## config.mk

```make
export PLATFORM = sky130hd
export DESIGN_NAME = hrg_link_gate
export DESIGN_NICKNAME = d
export VERILOG_FILES = /design/src/rtl/hrg_pkg.sv /design/src/rtl/hrg_mask_reg.sv /design/src/rtl/hrg_evt_status.sv /design/src/rtl/hrg_train_hold.sv /design/src/rtl/hrg_link_gate.sv
export SDC_FILE = /design/constraint.sdc
export NUM_CORES = 1
export LEC_CHECK = 0
export BUFFER_PORTS_ARGS = -buffer_cell sky130_fd_sc_hd__buf_4
export CAP_MARGIN = 10
export CORE_UTILIZATION = 30
export CTS_BUF_LIST = sky130_fd_sc_hd__clkbuf_4 sky130_fd_sc_hd__clkbuf_8 sky130_fd_sc_hd__clkbuf_16
export DETAILED_ROUTE_END_ITERATION = 12
export GPL_ROUTABILITY_DRIVEN = 0
export PLACE_DENSITY = 0.74
export SYNTH_ARGS = -nofsm -noshare
export SYNTH_HDL_FRONTEND = slang
export SYNTH_SLANG_ARGS = --single-unit
```

## constraint.sdc

```tcl
create_clock -name clk -period 1.5 [get_ports clk]
set_clock_uncertainty 0.2 [all_clocks]
set_input_delay 0.15 -clock clk [delete_from_list [all_inputs] [get_ports clk]]
set_output_delay 0.15 -clock clk [all_outputs]
set_load 0.01 [all_outputs]
```

## src/rtl/hrg_pkg.sv

```systemverilog
package hrg_pkg;
  localparam int HALF_W = 16;
  localparam int WORD_W = 2 * HALF_W;

  // control register bit positions
  localparam int B_SWEN = 0;
  localparam int B_ARM  = 1;
  localparam int B_DONE = 3;
  localparam int B_ENH  = 4;
  localparam int B_HOLD = 8;

  // implemented storage bits
  localparam logic [HALF_W-1:0] CTRL_IMPL = HALF_W'((1 << B_SWEN) | (1 << B_ARM) | (1 << B_ENH));
  localparam logic [HALF_W-1:0] MASK_IMPL = HALF_W'(1);
endpackage

```

## src/rtl/hrg_mask_reg.sv

```systemverilog
module hrg_mask_reg #(
  parameter int           W    = 16,
  parameter logic [W-1:0] IMPL = '1,
  parameter logic [W-1:0] RST  = '0
) (
  input  logic           clk,
  input  logic           rst_n,
  input  logic           we,
  input  logic [2*W-1:0] wdata,
  output logic [W-1:0]   q
);
  for (genvar i = 0; i < W; i++) begin : g_bit
    if (IMPL[i]) begin : g_ff
      logic b;
      always_ff @(posedge clk or negedge rst_n) begin
        if (!rst_n)                   b <= RST[i];
        else if (we && wdata[W + i])  b <= wdata[i];
      end
      assign q[i] = b;
    end else begin : g_tie
      assign q[i] = 1'b0;
    end
  end
endmodule

```

## src/rtl/hrg_evt_status.sv

```systemverilog
module hrg_evt_status #(
  parameter int N = 1
) (
  input  logic         clk,
  input  logic         rst_n,
  input  logic [N-1:0] evt,
  input  logic         clr_we,
  input  logic [N-1:0] clr_bits,
  input  logic [N-1:0] mask,
  output logic [N-1:0] stat,
  output logic         irq
);
  logic [N-1:0] clr_eff;

  assign clr_eff = clr_we ? clr_bits : '0;

  // a new event outranks a clear in the same cycle
  always_ff @(posedge clk or negedge rst_n) begin
    if (!rst_n) stat <= '0;
    else        stat <= (stat & ~clr_eff) | evt;
  end

  assign irq = |(stat & ~mask);
endmodule

```

## src/rtl/hrg_train_hold.sv

```systemverilog
module hrg_train_hold (
  input  logic clk,
  input  logic rst_n,
  input  logic evt,
  input  logic arm,
  input  logic enh,
  input  logic done,
  input  logic sw_en,
  output logic hold,
  output logic ltssm_en
);
  logic trig;

  assign trig = evt && arm && enh;

  always_ff @(posedge clk or negedge rst_n) begin
    if (!rst_n)    hold <= 1'b0;
    else if (trig) hold <= 1'b1;
    else if (done) hold <= 1'b0;
  end

  assign ltssm_en = sw_en && !hold;
endmodule

```

## src/rtl/hrg_link_gate.sv

```systemverilog
module hrg_link_gate
  import hrg_pkg::*;
#(
  parameter int                ADDR_W    = 12,
  parameter logic [ADDR_W-1:0] CTRL_ADDR = 'h180,
  parameter logic [ADDR_W-1:0] STAT_ADDR = 'h010,
  parameter logic [ADDR_W-1:0] MASK_ADDR = 'h014
) (
  input  logic              clk,
  input  logic              rst_n,
  input  logic              link_rst_evt,
  input  logic              reg_wr,
  input  logic [ADDR_W-1:0] reg_addr,
  input  logic [31:0]       reg_wdata,
  output logic [31:0]       reg_rdata,
  output logic              ltssm_en,
  output logic              link_rst_irq
);
  localparam int NUM_EVT = 1;

  logic              ctrl_we, mask_we, stat_we;
  logic [HALF_W-1:0] ctrl_q, mask_q;
  logic [NUM_EVT-1:0] stat_q;
  logic              done_pulse, hold_q;
  logic              sw_en, arm, enh;

  assign ctrl_we = reg_wr && (reg_addr == CTRL_ADDR);
  assign mask_we = reg_wr && (reg_addr == MASK_ADDR);
  assign stat_we = reg_wr && (reg_addr == STAT_ADDR);

  // done is a command: acted on once, never stored
  assign done_pulse = ctrl_we && reg_wdata[HALF_W + B_DONE] && reg_wdata[B_DONE];

  hrg_mask_reg #(.W(HALF_W), .IMPL(CTRL_IMPL), .RST('0)) i_ctrl (
    .clk(clk), .rst_n(rst_n), .we(ctrl_we), .wdata(reg_wdata), .q(ctrl_q)
  );

  hrg_mask_reg #(.W(HALF_W), .IMPL(MASK_IMPL), .RST('0)) i_mask (
    .clk(clk), .rst_n(rst_n), .we(mask_we), .wdata(reg_wdata), .q(mask_q)
  );

  assign sw_en = ctrl_q[B_SWEN];
  assign arm   = ctrl_q[B_ARM];
  assign enh   = ctrl_q[B_ENH];

  hrg_evt_status #(.N(NUM_EVT)) i_stat (
    .clk(clk), .rst_n(rst_n), .evt(link_rst_evt), .clr_we(stat_we),
    .clr_bits(reg_wdata[NUM_EVT-1:0]), .mask(mask_q[NUM_EVT-1:0]),
    .stat(stat_q), .irq(link_rst_irq)
  );

  hrg_train_hold i_hold (
    .clk(clk), .rst_n(rst_n), .evt(link_rst_evt), .arm(arm), .enh(enh),
    .done(done_pulse), .sw_en(sw_en), .hold(hold_q), .ltssm_en(ltssm_en)
  );

  always_comb begin
    reg_rdata = '0;
    if (reg_addr == CTRL_ADDR) begin
      reg_rdata[HALF_W-1:0] = ctrl_q;
      reg_rdata[B_HOLD]     = hold_q;
    end else if (reg_addr == STAT_ADDR) begin
      reg_rdata[NUM_EVT-1:0] = stat_q;
    end else if (reg_addr == MASK_ADDR) begin
      reg_rdata[HALF_W-1:0] = mask_q;
    end
  end
endmodule

```

== Word level (Yosys, flattened, before mapping) ==
Cells that the tools add are included.

* Bitwise logic cells: 5
* Reductions and logical operators: 14
* Multiplexer cells: 7
* Eq/ne operators: 3

{| class="wikitable"
|+ Operators with widths
! operator !! count
|-
| $eq 12x5->1 const B || 2
|-
| $mux 16 || 1
|-
| $mux 15 || 1
|-
| $eq 12x9->1 const B || 1
|-
| $logic_and 1x1->1 || 12
|-
| $mux 1 || 5
|-
| $and 1x1->1 || 2
|-
| $not 1->1 || 2
|-
| $reduce_bool 2->1 || 1
|-
| $logic_not 1->1 || 1
|-
| $or 1x1->1 || 1
|}

* Register bits after elaboration: 6
* Output and inout port bits: 34
* Logic and storage cells: 35
* Input port bits: 48

== Depth between registers and ports, before layout ==
Gate-level depths: netlist of the first run.

* Depth in word-level cells: 6
* Gate-level depth with buffers: 4
* Depth with buffers taken out: 3

== Modules after synthesis ==
From an unflattened synthesis of the first run, not the netlist that was laid out.

* Cells, all modules: 145
* Area total of the unflattened synthesis: 1087.3 um^2

{| class="wikitable"
|+ By module, submodules not included
! module !! cells each !! area each (um^2) !! sequential area each (um^2) !! times used
|-
| hrg_link_gate || 90 || 576.8 || 0.0 || 1
|-
| hrg_mask_reg at i_ctrl || 26 || 255.2 || 75.1 || 1
|-
| hrg_mask_reg at i_mask || 20 || 167.7 || 25.0 || 1
|-
| hrg_train_hold || 5 || 45.0 || 25.0 || 1
|-
| hrg_evt_status || 4 || 42.5 || 25.0 || 1
|}

== Worst setup path before layout of the first run ==
OpenSTA, ideal clock, no wires.

* Path type: input-to-reg
* Start point: in reg_addr[3]
* End point: reg i_ctrl.g_bit[1].g_ff.b
* Path slack: -208 ps
* Data required time: 1172 ps
* Buffers on the path: 1
* Cell stages on the path: 4
* Data arrival time: 1380 ps
* Setup time: 128 ps
* Cell sequence: or4_4 -> buf_6 -> nor4_2 -> mux2_1

* Cells in the longest elaborated chain, start to end: 3

{| class="wikitable"
|+ RTL lines
! element !! RTL line !! source
|-
| start, declared || hrg_link_gate.sv:13 || <nowiki>input logic [ADDR_W-1:0] reg_addr,</nowiki>
|-
| $eq 12x9->1 || hrg_link_gate.sv:27 || <nowiki>assign ctrl_we = reg_wr && (reg_addr == CTRL_ADDR);</nowiki>
|-
| $logic_and 1x1->1 || hrg_link_gate.sv:27 ||
|-
| $logic_and 1x1->1 || hrg_mask_reg.sv:17 || <nowiki>else if (we && wdata[W + i]) b <= wdata[i];</nowiki>
|-
| end signal, assigned || hrg_mask_reg.sv:16 || <nowiki>if (!rst_n) b <= RST[i];</nowiki>
|-
| end signal, assigned || hrg_mask_reg.sv:17 ||
|-
| end, declared || hrg_mask_reg.sv:14 || <nowiki>logic b;</nowiki>
|}

No other way between the ends.
A chain may end at the register's enable or synchronous reset.

== Final worst setup path of the first run ==
* Start point: in reg_addr[3]
* End point: out reg_rdata[1]

* Cells in the longest elaborated chain, start to end: 2

{| class="wikitable"
|+ RTL lines
! element !! RTL line !! source
|-
| $eq 12x9->1 || hrg_link_gate.sv:59 || <nowiki>if (reg_addr == CTRL_ADDR) begin</nowiki>
|-
| $mux 16 || hrg_link_gate.sv:59 ||
|-
| end, declared || hrg_link_gate.sv:15 || <nowiki>output logic [31:0] reg_rdata,</nowiki>
|}

No other way between the ends.

==> results of run 1 <==
cells by family (layout without fill, tap and decap cells):
group / count (synthesis) / count (layout)
compound gates: 4 / 4
buf+inv: 31 / 52
flops: 6 / 6
mux: 5 / 5
other cells: 1 / 28
simple gates: 28 / 28
flip-flops by register name, summed over array words and instances, names as in the netlist:
name and count:
i_ctrl.g_bit.g_ff.b 3, i_hold.hold 1, i_stat.stat 1, i_mask.g_bit.g_ff.b 1
cells in the final DEF (no fill, tap or decap), types with 2 or more instances in the layout:
cell type	netlist	layout
nor4_4	1	3
mux2_4	0	2
and3_1	3	3
dfrtp_1	6	6
conb_1	1	28
mux2_2	2	2
clkbuf_4	0	3
buf_4	28	37
nand4b_1	3	3
buf_6	1	4
nand3_1	2	2
dlygate4sd3_1	0	7
metal layers:
| metal | track usage [%] | share of wire (%) | vias up |
|---|---|---|---|
| met2 | 27.11 | 56 | 30 |
| met4 | 7.143 | 0.88 | 0 |
| met3 | 2.424 | 6.8 | 2 |
| met5 | 0 | 0 | - |
| met1 | 16.48 | 37 | 313 |
| li1 | - | - | 316 |
critical path: stages:
cell and delay, ps:
buf_6 90, or4_4 540, buf_4 190, nor2_2 140
and3_1 180, buf_4 120
cell type report:
class / count / area, um2
well taps: 28 / 35.03
clock buffers: 3 / 22.52
repair buffers: 48 / 392.9
multi-input cells: 65 / 465.4
fillers: 222 / 1142
inverters: 1 / 3.754
flip-flops and latches: 6 / 150.1
timing repair:
action,in CTS,in global routing
endpoints found under the hold margin,12,0
endpoints found under the setup margin,9,9
resized for setup,10,1
pin swaps,1,1
gates cloned,0,0
hold buffers,7,0
setup buffers,2,1
how the worst min path moves through the flow:
stage / endpoint / startpoint / depth (start not counted) / slack, ps
final: i_ctrl.g_bit[1].g_ff.b$_DFFE_PN0P_ / rst_n / 2 / 50
after global routing: i_ctrl.g_bit[0].g_ff.b$_DFFE_PN0P_ / rst_n / 2 / 60
after CTS: i_mask.g_bit[0].g_ff.b$_DFFE_PN0P_ / rst_n / 2 / 40
after detailed placement: i_mask.g_bit[0].g_ff.b$_DFFE_PN0P_ / rst_n / 1 / -240
after global placement: i_ctrl.g_bit[0].g_ff.b$_DFFE_PN0P_ / rst_n / 1 / -240
after floorplan: i_ctrl.g_bit[0].g_ff.b$_DFFE_PN0P_ / rst_n / 0 / -350
report_power, final:
part	internal, mW	leakage, nW	total, mW	switching [mW]
Clock	0.0899	0.0138	0.140	0.0500
Combinational	0.0800	0.444	0.157	0.0768
Sequential	0.163	0.0786	0.163	0.000204
per-stage QoR:
step / cell area, um2 / setup TNS (ps) / hold slack, ps
final: 1070 / -1295 / 46.27
after global routing: 1070 / -1554 / 57.46
after CTS: 1059 / -1204 / 38.34
after detailed placement: 898.4 / -2655 / -239.0
after global placement: 898.4 / -2473 / -241.6
after floorplan: 803.3 / -530.8 / -345.6
Yosys cell counts:
master and n:
buf_4 28, dfrtp_1 6, and3_1 3, mux2_1 3
nand4b_1 3, mux2_2 2, nand3_1 2, nor2_1 2
nor4_1 2, nor4_2 2, a21boi_1 1, a31oi_1 1
a41oi_1 1, buf_6 1, clkbuf_1 1, conb_1 1
inv_1 1, nand2b_1 1, nand3b_1 1, nand4_1 1
nor2b_1 1, nor3_1 1, nor3b_1 1, nor4_4 1
nor4b_1 1, nor4bb_1 1, o41ai_1 1, or2_2 1
or3_1 1, or4_4 1, or4b_4 1, or4bb_1 1
==> metrics.md, run 1 <==
| Metric | Value |
|---|---|
| Placed Cells | 138 |
| FF-to-FF End | i_ctrl.g_bit[4].g_ff.b$_DFFE_PN0P_ |
| Number of global-route vias before repair | 610 |
| First-pass GRT wire length | 2.794 mm |
| Site row count | 17 |
| Final core occ | 48.36% |
| Outcome | finished, violations left |
| Mux share of post-synthesis cell area | 8.065% |
| Worst-case reg-to-reg path depth | 1 |
| Port bufs | 29 |
| Final Hold Fails | 0 |
| I/O Pins | 82 |
| Final setup vio count | 8 |
| Via/cell ratio | 4.377 |
| Main combinational cell family by area after synthesis | buffers and inverters |
| DR pass1 iterations | 4 |
| Critical Path Fanout Max | 5 |
| Setup crit end kind | output port |
| Synth Area in Compound Gates | 4.480% |
| Synth Area in XOR/XNOR | 0% |
| Clock H-tree levels | 1 |
| PwrDens | 429.8 nW/um2 |
| Die X | 50.24 um |
| Post-Synthesis Cells | 75 |
| # DRC | 0 |
| Hold Path Class | in -> async |
| CTS Buffer Depth | 2 |
| Vias post-DR | 661 |
| Yosys warning count | 0 |
| Die area | 2524 um2 |
| Number of diodes | 0 |
| Worst setup path class | in -> out |
| Clk slew on worst S/H paths | 40 ps |
| Setup crit start kind | input pin |
| Post-route ant nets | 0 |
| Post-Synth Adder-Cell Area | 0% |
| R2r setup slk | 490 ps |
| WP data arrival | 1410 ps |
| Share of layout cells above drive strength 1 | 47.15% |
| Die Ht | 50.24 um |
| Synth cell types | 32 |
| CTS root buffer | clkbuf_4 |
| Synth Cell Area | 698.2 um2 |
| Initial antenna violation count | 0 |
| Worst setup slack after layout | -260.6 ps |
| Largest net degree at the start of global routing | 7 |
| Power Total | 459.8 uW |
| Final period util | 117.4% |
| WP data required | 1150 ps |
| Starting density of the core | 31.56% |
| DP Wirelength | 1.362 mm |
| DRT Wirelength | 1.701 mm |
| Initial DRC count | 4 |
| #FFs+latches synth | 6 |
| Yosys top cell by area | buf_4 |
| Final Max Tran Viols | 0 |
| Max-cap check violation count | 0 |
| Failing checks | negative setup slack |
| Critical path origin | reg_addr[3] |
| Num Clock Sinks | 6 |
| Finished Layout Cells | 151 |
| GRT Overall Usage | 14.89% |
| Clock tree from TritonCTS | yes |
| Setup WS pre-CTS | -344.1 ps |
| Floorplan Core Area | 2212 um2 |
| Grt ovf | 0 |
| Mean Syn Cell Area | 9.309 um2 |
| DR WL/cell | 11.26 um |
| Area Overhead vs Synth | 53.23% |
| Tmin final | 1761 ps |
| Sequential share of the synthesized area | 21.51% |
| NumNets Final | 173 |
| Clock Latency Late Sink | 240 ps |
| Peak VDD IR | 234.7 uV |
| F_max | 0.5680 GHz |
| RSZ-0062 raised after global routing | true |
| Synth top area share | 30.11% |
| Critical Path Sink | reg_rdata[1] |
| Clock buffer count from CTS | 3 |
| Worst R2R Start | i_ctrl.g_bit[4].g_ff.b$_DFFE_PN0P_ |
| Top cells by area, synth | buf_4 30%, dfrtp_1 22%, mux2_1 4.8% |
| Leak | 0.5361 nW |
| Simple-Gate Fraction of Synth Area | 32.62% |
No activity file was read; power rests on OpenSTA's default activity.
==> run 2, diff against run 1 <==
--- a/config.mk
+++ b/config.mk
@@ -11,7 +11,9 @@
 export CTS_BUF_LIST = sky130_fd_sc_hd__clkbuf_4 sky130_fd_sc_hd__clkbuf_8 sky130_fd_sc_hd__clkbuf_16
 export DETAILED_ROUTE_END_ITERATION = 12
 export GPL_ROUTABILITY_DRIVEN = 0
+export MAX_ROUTING_LAYER = met4
 export PLACE_DENSITY = 0.74
 export SYNTH_ARGS = -nofsm -noshare
 export SYNTH_HDL_FRONTEND = slang
 export SYNTH_SLANG_ARGS = --single-unit
+export TNS_END_PERCENT = 50
==> metrics.md, run 2 (synthesis results as in run 1) <==
| Metric | Value |
|---|---|
| Sequential share of power | 36.0% (+0.5 points) |
| Worst setup slack after layout | -256.9 ps (+3.713 ps) |
| Initial antenna violation count | 0 (unchanged) |
| Crit path depth | 5 (-1) |
| FF-to-FF End | i_ctrl.g_bit[4].g_ff.b$_DFFE_PN0P_ |
| Share of layout cells above drive strength 1 | 45.00% (-2.2 points) |
| Clock tree from TritonCTS | yes |
| Number of diodes | 0 (unchanged) |
| GRT Overall Usage | 14.06% (-0.83 points) |
| Max reg flops | 3 (unchanged) |
| Footprint of the multi-input gates | 450.4 um2 (-3.2%) |
| FF+latch area | 150.1 um2 (unchanged) |
| Power Total | 453.1 uW (-1.5%) |
| R2r setup slk | 470 ps (-20 ps) |
| CP max stage cell | or4_4 |
| Clock H-tree levels | 1 (unchanged) |
| Tmin final | 1757 ps (-3.713 ps) |
| F_max | 0.5692 GHz (+0.21%) |
| Die area | 2524 um2 (unchanged) |
| Post-route cell area | 1025 um2 (-4.2%) |
| Grt ovf | 0 (unchanged) |
| Max incr delay on CP | 540 ps (about the same) |
| Critical Path Sink | reg_rdata[0] |
| Largest net degree at the start of global routing | 7 (unchanged) |
| Final setup vio count | 8 (unchanged) |
| CP top delay family | simple AND/OR/NAND/NOR gates |
| Worst R2R Start | i_ctrl.g_bit[4].g_ff.b$_DFFE_PN0P_ |
| Total setup buffers inserted after CTS | 0 (-2) |
| Setup WS pre-CTS | -344.1 ps (unchanged) |
| Port bufs | 29 (unchanged) |
| CP bufs+invs | 2 (-1) |
| Setup crit start kind | input pin |
| WP data required | 1150 ps (about the same) |
| Leak | 0.5017 nW (-6.4%) |
| I/O Pins | 82 (unchanged) |
| Worst setup path class | in -> out |
| Post-route ant nets | 0 (unchanged) |
| Clk slew on worst S/H paths | 40 ps (about the same) |
| Clock buffer count from CTS | 3 (unchanged) |
| Area Overhead vs Synth | 46.77% |
| Starting density of the core | 31.56% (unchanged) |
| Max-cap check violation count | 0 (unchanged) |
| Final period util | 117.1% (-0.25 points) |
| Most common cell after layout, fill and taps aside | buf_4 |
| Comb pwr share | 33.2% (-0.9 points) |
| DR WL/cell | 11.01 um (-2.3%) |
| Peak VDD IR | 231.9 uV (-1.2%) |
| WHS | 46.95 ps (+0.6855 ps) |
| Part of the power in the clock network | 30.8% (+0.4 points) |
| Net Switching | 123.8 uW (-2.5%) |
| Via/cell ratio | 4.358 (-0.44%) |
| Floorplan Core Area | 2212 um2 (unchanged) |
| DR pass1 iterations | 2 (-2) |
| Most frequent cells in the layout | 36 x buf_4, 28 x conb_1, 7 x dlygate4sd3_1 |
| DP Area | 898.4 um2 (unchanged) |
| # DRC | 0 (unchanged) |
| CP Cell Sequence | buf_6 > or4_4 > or3_4 > a21boi_2 > buf_4 |
| Setup crit end kind | output port |
| Initial DRC count | 2 (-2) |
| First-pass GRT wire length | 2.573 mm (-7.9%) |
| Critical path origin | reg_addr[3] |
| Cell internal pwr | 329.3 uW (-1.1%) |
| WP data arrival | 1410 ps (about the same) |
| Vias post-DR | 645 (-2.4%) |
| PwrDens | 442.1 nW/um2 (+2.9%) |
| CTS root buffer | clkbuf_4 |
| Worst-case reg-to-reg path depth | 1 (unchanged) |
| Fillers | 229 (+3.2%) |
| Site row count | 17 (unchanged) |
| Final core occ | 46.32% (-2.0 points) |
| Clock Latency Late Sink | 240 ps (about the same) |
| Number of global-route vias before repair | 595 (-2.5%) |
| Outcome | finished, violations left |
| Num Clock Sinks | 6 (unchanged) |
| RSZ-0062 raised after global routing | true |
| Failing checks | negative setup slack |
| Final Max Tran Viols | 0 (unchanged) |
| NumNets Final | 170 (-1.7%) |
| Final Hold Fails | 0 (unchanged) |
| Hold Path Class | in -> async |
| CTS Buffer Depth | 2 (unchanged) |
| Largest Register | i_ctrl.g_bit.g_ff.b |
| Critical Path Fanout Max | 3 (-2) |
| Die Ht | 50.24 um (unchanged) |
| DRT Wirelength | 1.629 mm (-4.2%) |
| Die X | 50.24 um (unchanged) |
| DP Wirelength | 1.362 mm (unchanged) |
| Switch share | 27.32% (-0.29 points) |
-- run 2: power groups by stage --
stage                     Clock, mW  Sequential (mW)  Combinational [mW]
after floorplan                   0            0.165               0.109
after global placement            0            0.165               0.128
after detailed placement          0            0.165               0.130
after CTS                     0.149            0.163               0.148
after global routing          0.151            0.163               0.165
final                         0.139            0.163               0.151
-- run 2: how the worst min path moves through the flow --
stage                                                     to  slack [ps]  depth (start not counted)
after floorplan           i_ctrl.g_bit[0].g_ff.b$_DFFE_PN0P_        -350                          0
after global placement    i_ctrl.g_bit[0].g_ff.b$_DFFE_PN0P_        -240                          1
after detailed placement  i_mask.g_bit[0].g_ff.b$_DFFE_PN0P_        -240                          1
after CTS                 i_mask.g_bit[0].g_ff.b$_DFFE_PN0P_          40                          2
after global routing      i_ctrl.g_bit[0].g_ff.b$_DFFE_PN0P_          60                          2
final                     i_ctrl.g_bit[1].g_ff.b$_DFFE_PN0P_          50                          2
-- run 2: metrics by stage --
stage	instances	setup TNS (ps)
final	148	-1034
after global routing	148	-1287
after CTS	148	-1061
after detailed placement	138	-2655
after global placement	138	-2473
after floorplan	102	-530.8
-- run 2: final cells by class --
type | instances | share of cell area (%)
multi-input cells | 65 | 43.96
clock buffers | 3 | 2.198
flip-flops and latches | 6 | 14.65
repair buffers | 45 | 35.41
well taps | 28 | 3.419
inverters | 1 | 0.3663
-- run 2: what timing repair did --
item | CTS | global route
hold endpoints to repair | 12 | 0
resized for setup | 4 | 3
hold buffers | 7 | 0
setup endpoints to repair | 9 | 9
-- run 2: metal layers --
layer  GRT usage (%)  up-vias  routed length (um)
li1                -      309                   -
met1           14.65      308                 587
met2           25.78       28                 933
met3           2.424        0                 108
met4           5.714        0                   0
met5               -        -                   0
==> run 3, diff against run 2 <==
--- a/config.mk
+++ b/config.mk
@@ -11,6 +11,7 @@
 export CTS_BUF_LIST = sky130_fd_sc_hd__clkbuf_4 sky130_fd_sc_hd__clkbuf_8 sky130_fd_sc_hd__clkbuf_16
 export DETAILED_ROUTE_END_ITERATION = 12
 export GPL_ROUTABILITY_DRIVEN = 0
+export GPL_TIMING_DRIVEN = 0
 export MAX_ROUTING_LAYER = met4
 export PLACE_DENSITY = 0.74
 export SYNTH_ARGS = -nofsm -noshare
==> metrics.md, run 3 (synthesis results as in run 1) <==
| Metric | Value |
|---|---|
| Outcome | finished, violations left |
| Failing checks | negative setup slack |
| Floorplan Core Area | 2212 um2 (unchanged) |
| Setup crit start kind | input pin |
| Most frequent cells in the layout | 54 x buf_4, 28 x conb_1, 7 x dlygate4sd3_1 |
| NumNets Final | 190 (+12%) |
| Placed Cells | 159 (+15%) |
| Clock H-tree levels | 1 (unchanged) |
| WP data arrival | 1410 ps (about the same) |
| Clock tree from TritonCTS | yes |
| Max-cap check violation count | 0 (unchanged) |
| Post-route ant nets | 0 (unchanged) |
| Footprint of the multi-input gates | 478.0 um2 (+6.1%) |
| Via/cell ratio | 3.905 (-10%) |
| Site row count | 17 (unchanged) |
| Final period util | 117.6% (+0.48 points) |
| WP data required | 1150 ps (about the same) |
| F_max | 0.5669 GHz (-0.41%) |
| # DRC | 0 (unchanged) |
| DP Area | 1056 um2 (+18%) |
| Final Max Tran Viols | 0 (unchanged) |
| CTS root buffer | clkbuf_4 |
| Final core occ | 54.69% (+8.4 points) |
| Post-route cell area | 1210 um2 (+18%) |
| Clk slew on worst S/H paths | 40 ps (about the same) |
| Hold Path Class | in -> async |
| Worst R2R Start | i_ctrl.g_bit[1].g_ff.b$_DFFE_PN0P_ |
| Area Overhead vs Synth | 73.30% |
| Port bufs | 29 (unchanged) |
| FF+latch area | 150.1 um2 (unchanged) |
| Largest Register | i_ctrl.g_bit.g_ff.b |
| Initial DRC count | 5 (+3) |
| Number of diodes | 0 (unchanged) |
| GRT Overall Usage | 13.09% (-0.97 points) |
| Setup crit end kind | output port |
| Setup TNS Final | -989.1 ps (+45.01 ps) |
| First-pass GRT wire length | 2.415 mm (-6.1%) |
| Starting density of the core | 31.56% (unchanged) |
| Grt ovf | 0 (unchanged) |
| Largest net degree at the start of global routing | 7 (unchanged) |
| Max reg flops | 3 (unchanged) |
| Num Clock Sinks | 6 (unchanged) |
| Die Ht | 50.24 um (unchanged) |
| Critical Path Fanout Max | 2 (-1) |
| Leak | 0.6275 nW (+25%) |
| DR pass1 iterations | 4 (+2) |
| Setup WS pre-CTS | -400.8 ps (-56.75 ps) |
| Finished Layout Cells | 168 (+14%) |
| Peak VDD IR | 279.5 uV (+21%) |
| Tmin final | 1764 ps (+7.227 ps) |
| Number of global-route vias before repair | 548 (-7.9%) |
| Initial antenna violation count | 0 (unchanged) |
| Clock buffer count from CTS | 3 (unchanged) |
| FF-to-FF End | i_ctrl.g_bit[1].g_ff.b$_DFFE_PN0P_ |
| Worst setup slack after layout | -264.1 ps (-7.227 ps) |
| Fillers | 214 (-6.6%) |
| Die X | 50.24 um (unchanged) |
| DRT Wirelength | 1.593 mm (-2.2%) |
| CTS Buffer Depth | 2 (unchanged) |
| RSZ-0062 raised after global routing | true |
| Worst setup path class | in -> out |
| Clock Latency Late Sink | 240 ps (about the same) |
| CP Cell Sequence | buf_6 > or4_4 > or3_1 > a21boi_2 > buf_4 |
| R2r setup slk | 490 ps (+20 ps) |
| I/O Pins | 82 (unchanged) |
| Power Total | 503.3 uW (+11%) |
| CP max stage cell | or4_4 |
| Vias post-DR | 656 (+1.7%) |
| DR WL/cell | 9.482 um (-14%) |
| Max incr delay on CP | 540 ps (about the same) |
| Final Hold Fails | 0 (unchanged) |
| Share of layout cells above drive strength 1 | 54.29% (+9.3 points) |
| Worst-case reg-to-reg path depth | 1 (unchanged) |
| Final setup vio count | 7 (-1) |
| Die area | 2524 um2 (unchanged) |
| Most common cell after layout, fill and taps aside | buf_4 |
| WHS | 41.66 ps (-5.298 ps) |
| PwrDens | 416.0 nW/um2 (-5.9%) |
==> run 3: final cells by class <==
type | instances | share of cell area (%)
multi-input cells | 65 | 39.50
well taps | 28 | 2.896
flip-flops and latches | 6 | 12.41
plain buffers | 28 | 17.37
inverters | 1 | 0.3102
repair buffers | 37 | 25.65
clock buffers | 3 | 1.861
==> run 3: how the worst max path moves through the flow <==
| stage | start | endpoint | slack [ps] | cells after the start |
|---|---|---|---|---|
| floorplan | reg_addr[3] | reg_rdata[0] | -180 | 4 |
| global placement | reg_addr[3] | reg_rdata[0] | -400 | 6 |
| detailed placement | reg_addr[3] | reg_rdata[0] | -400 | 6 |
| CTS | reg_addr[0] | reg_rdata[0] | -270 | 5 |
| global route | reg_addr[0] | reg_rdata[0] | -290 | 5 |
| finish | reg_addr[0] | reg_rdata[0] | -260 | 5 |
==> run 3: routing by layer <==
layer | wire length [um] | up-vias | share of wire [%] | track usage (%)
met2 | 834 | 31 | 52 | 21.33
met3 | 127 | 2 | 8.0 | 2.727
li1 | - | 349 | - | -
met5 | 0 | - | 0 | -
met4 | 7 | 0 | 0.44 | 5.714
met1 | 624 | 274 | 39 | 15.41
==> run 3: repair_timing <==
item,CTS,global route
gates resized for setup,10,3
setup buffers,1,0
endpoints found under the setup margin,7,9
hold buffers,7,0
pin swaps,3,1
hold endpoints to repair,12,0
==> run 3: report_power, final <==
group | total [mW] | switching [mW] | internal (mW) | leakage, nW
sequential | 0.163 | 0.000182 | 0.163 | 0.0786
combinational | 0.197 | 0.0835 | 0.114 | 0.535
clock | 0.143 | 0.0528 | 0.0901 | 0.0138
==> run 3: critical path: cells and delay by family <==
kind	cells	cell delay [ps]
and+or+nand+nor	2	920
buffers and inverters	2	220
AOI/OAI and AO/OA	1	130
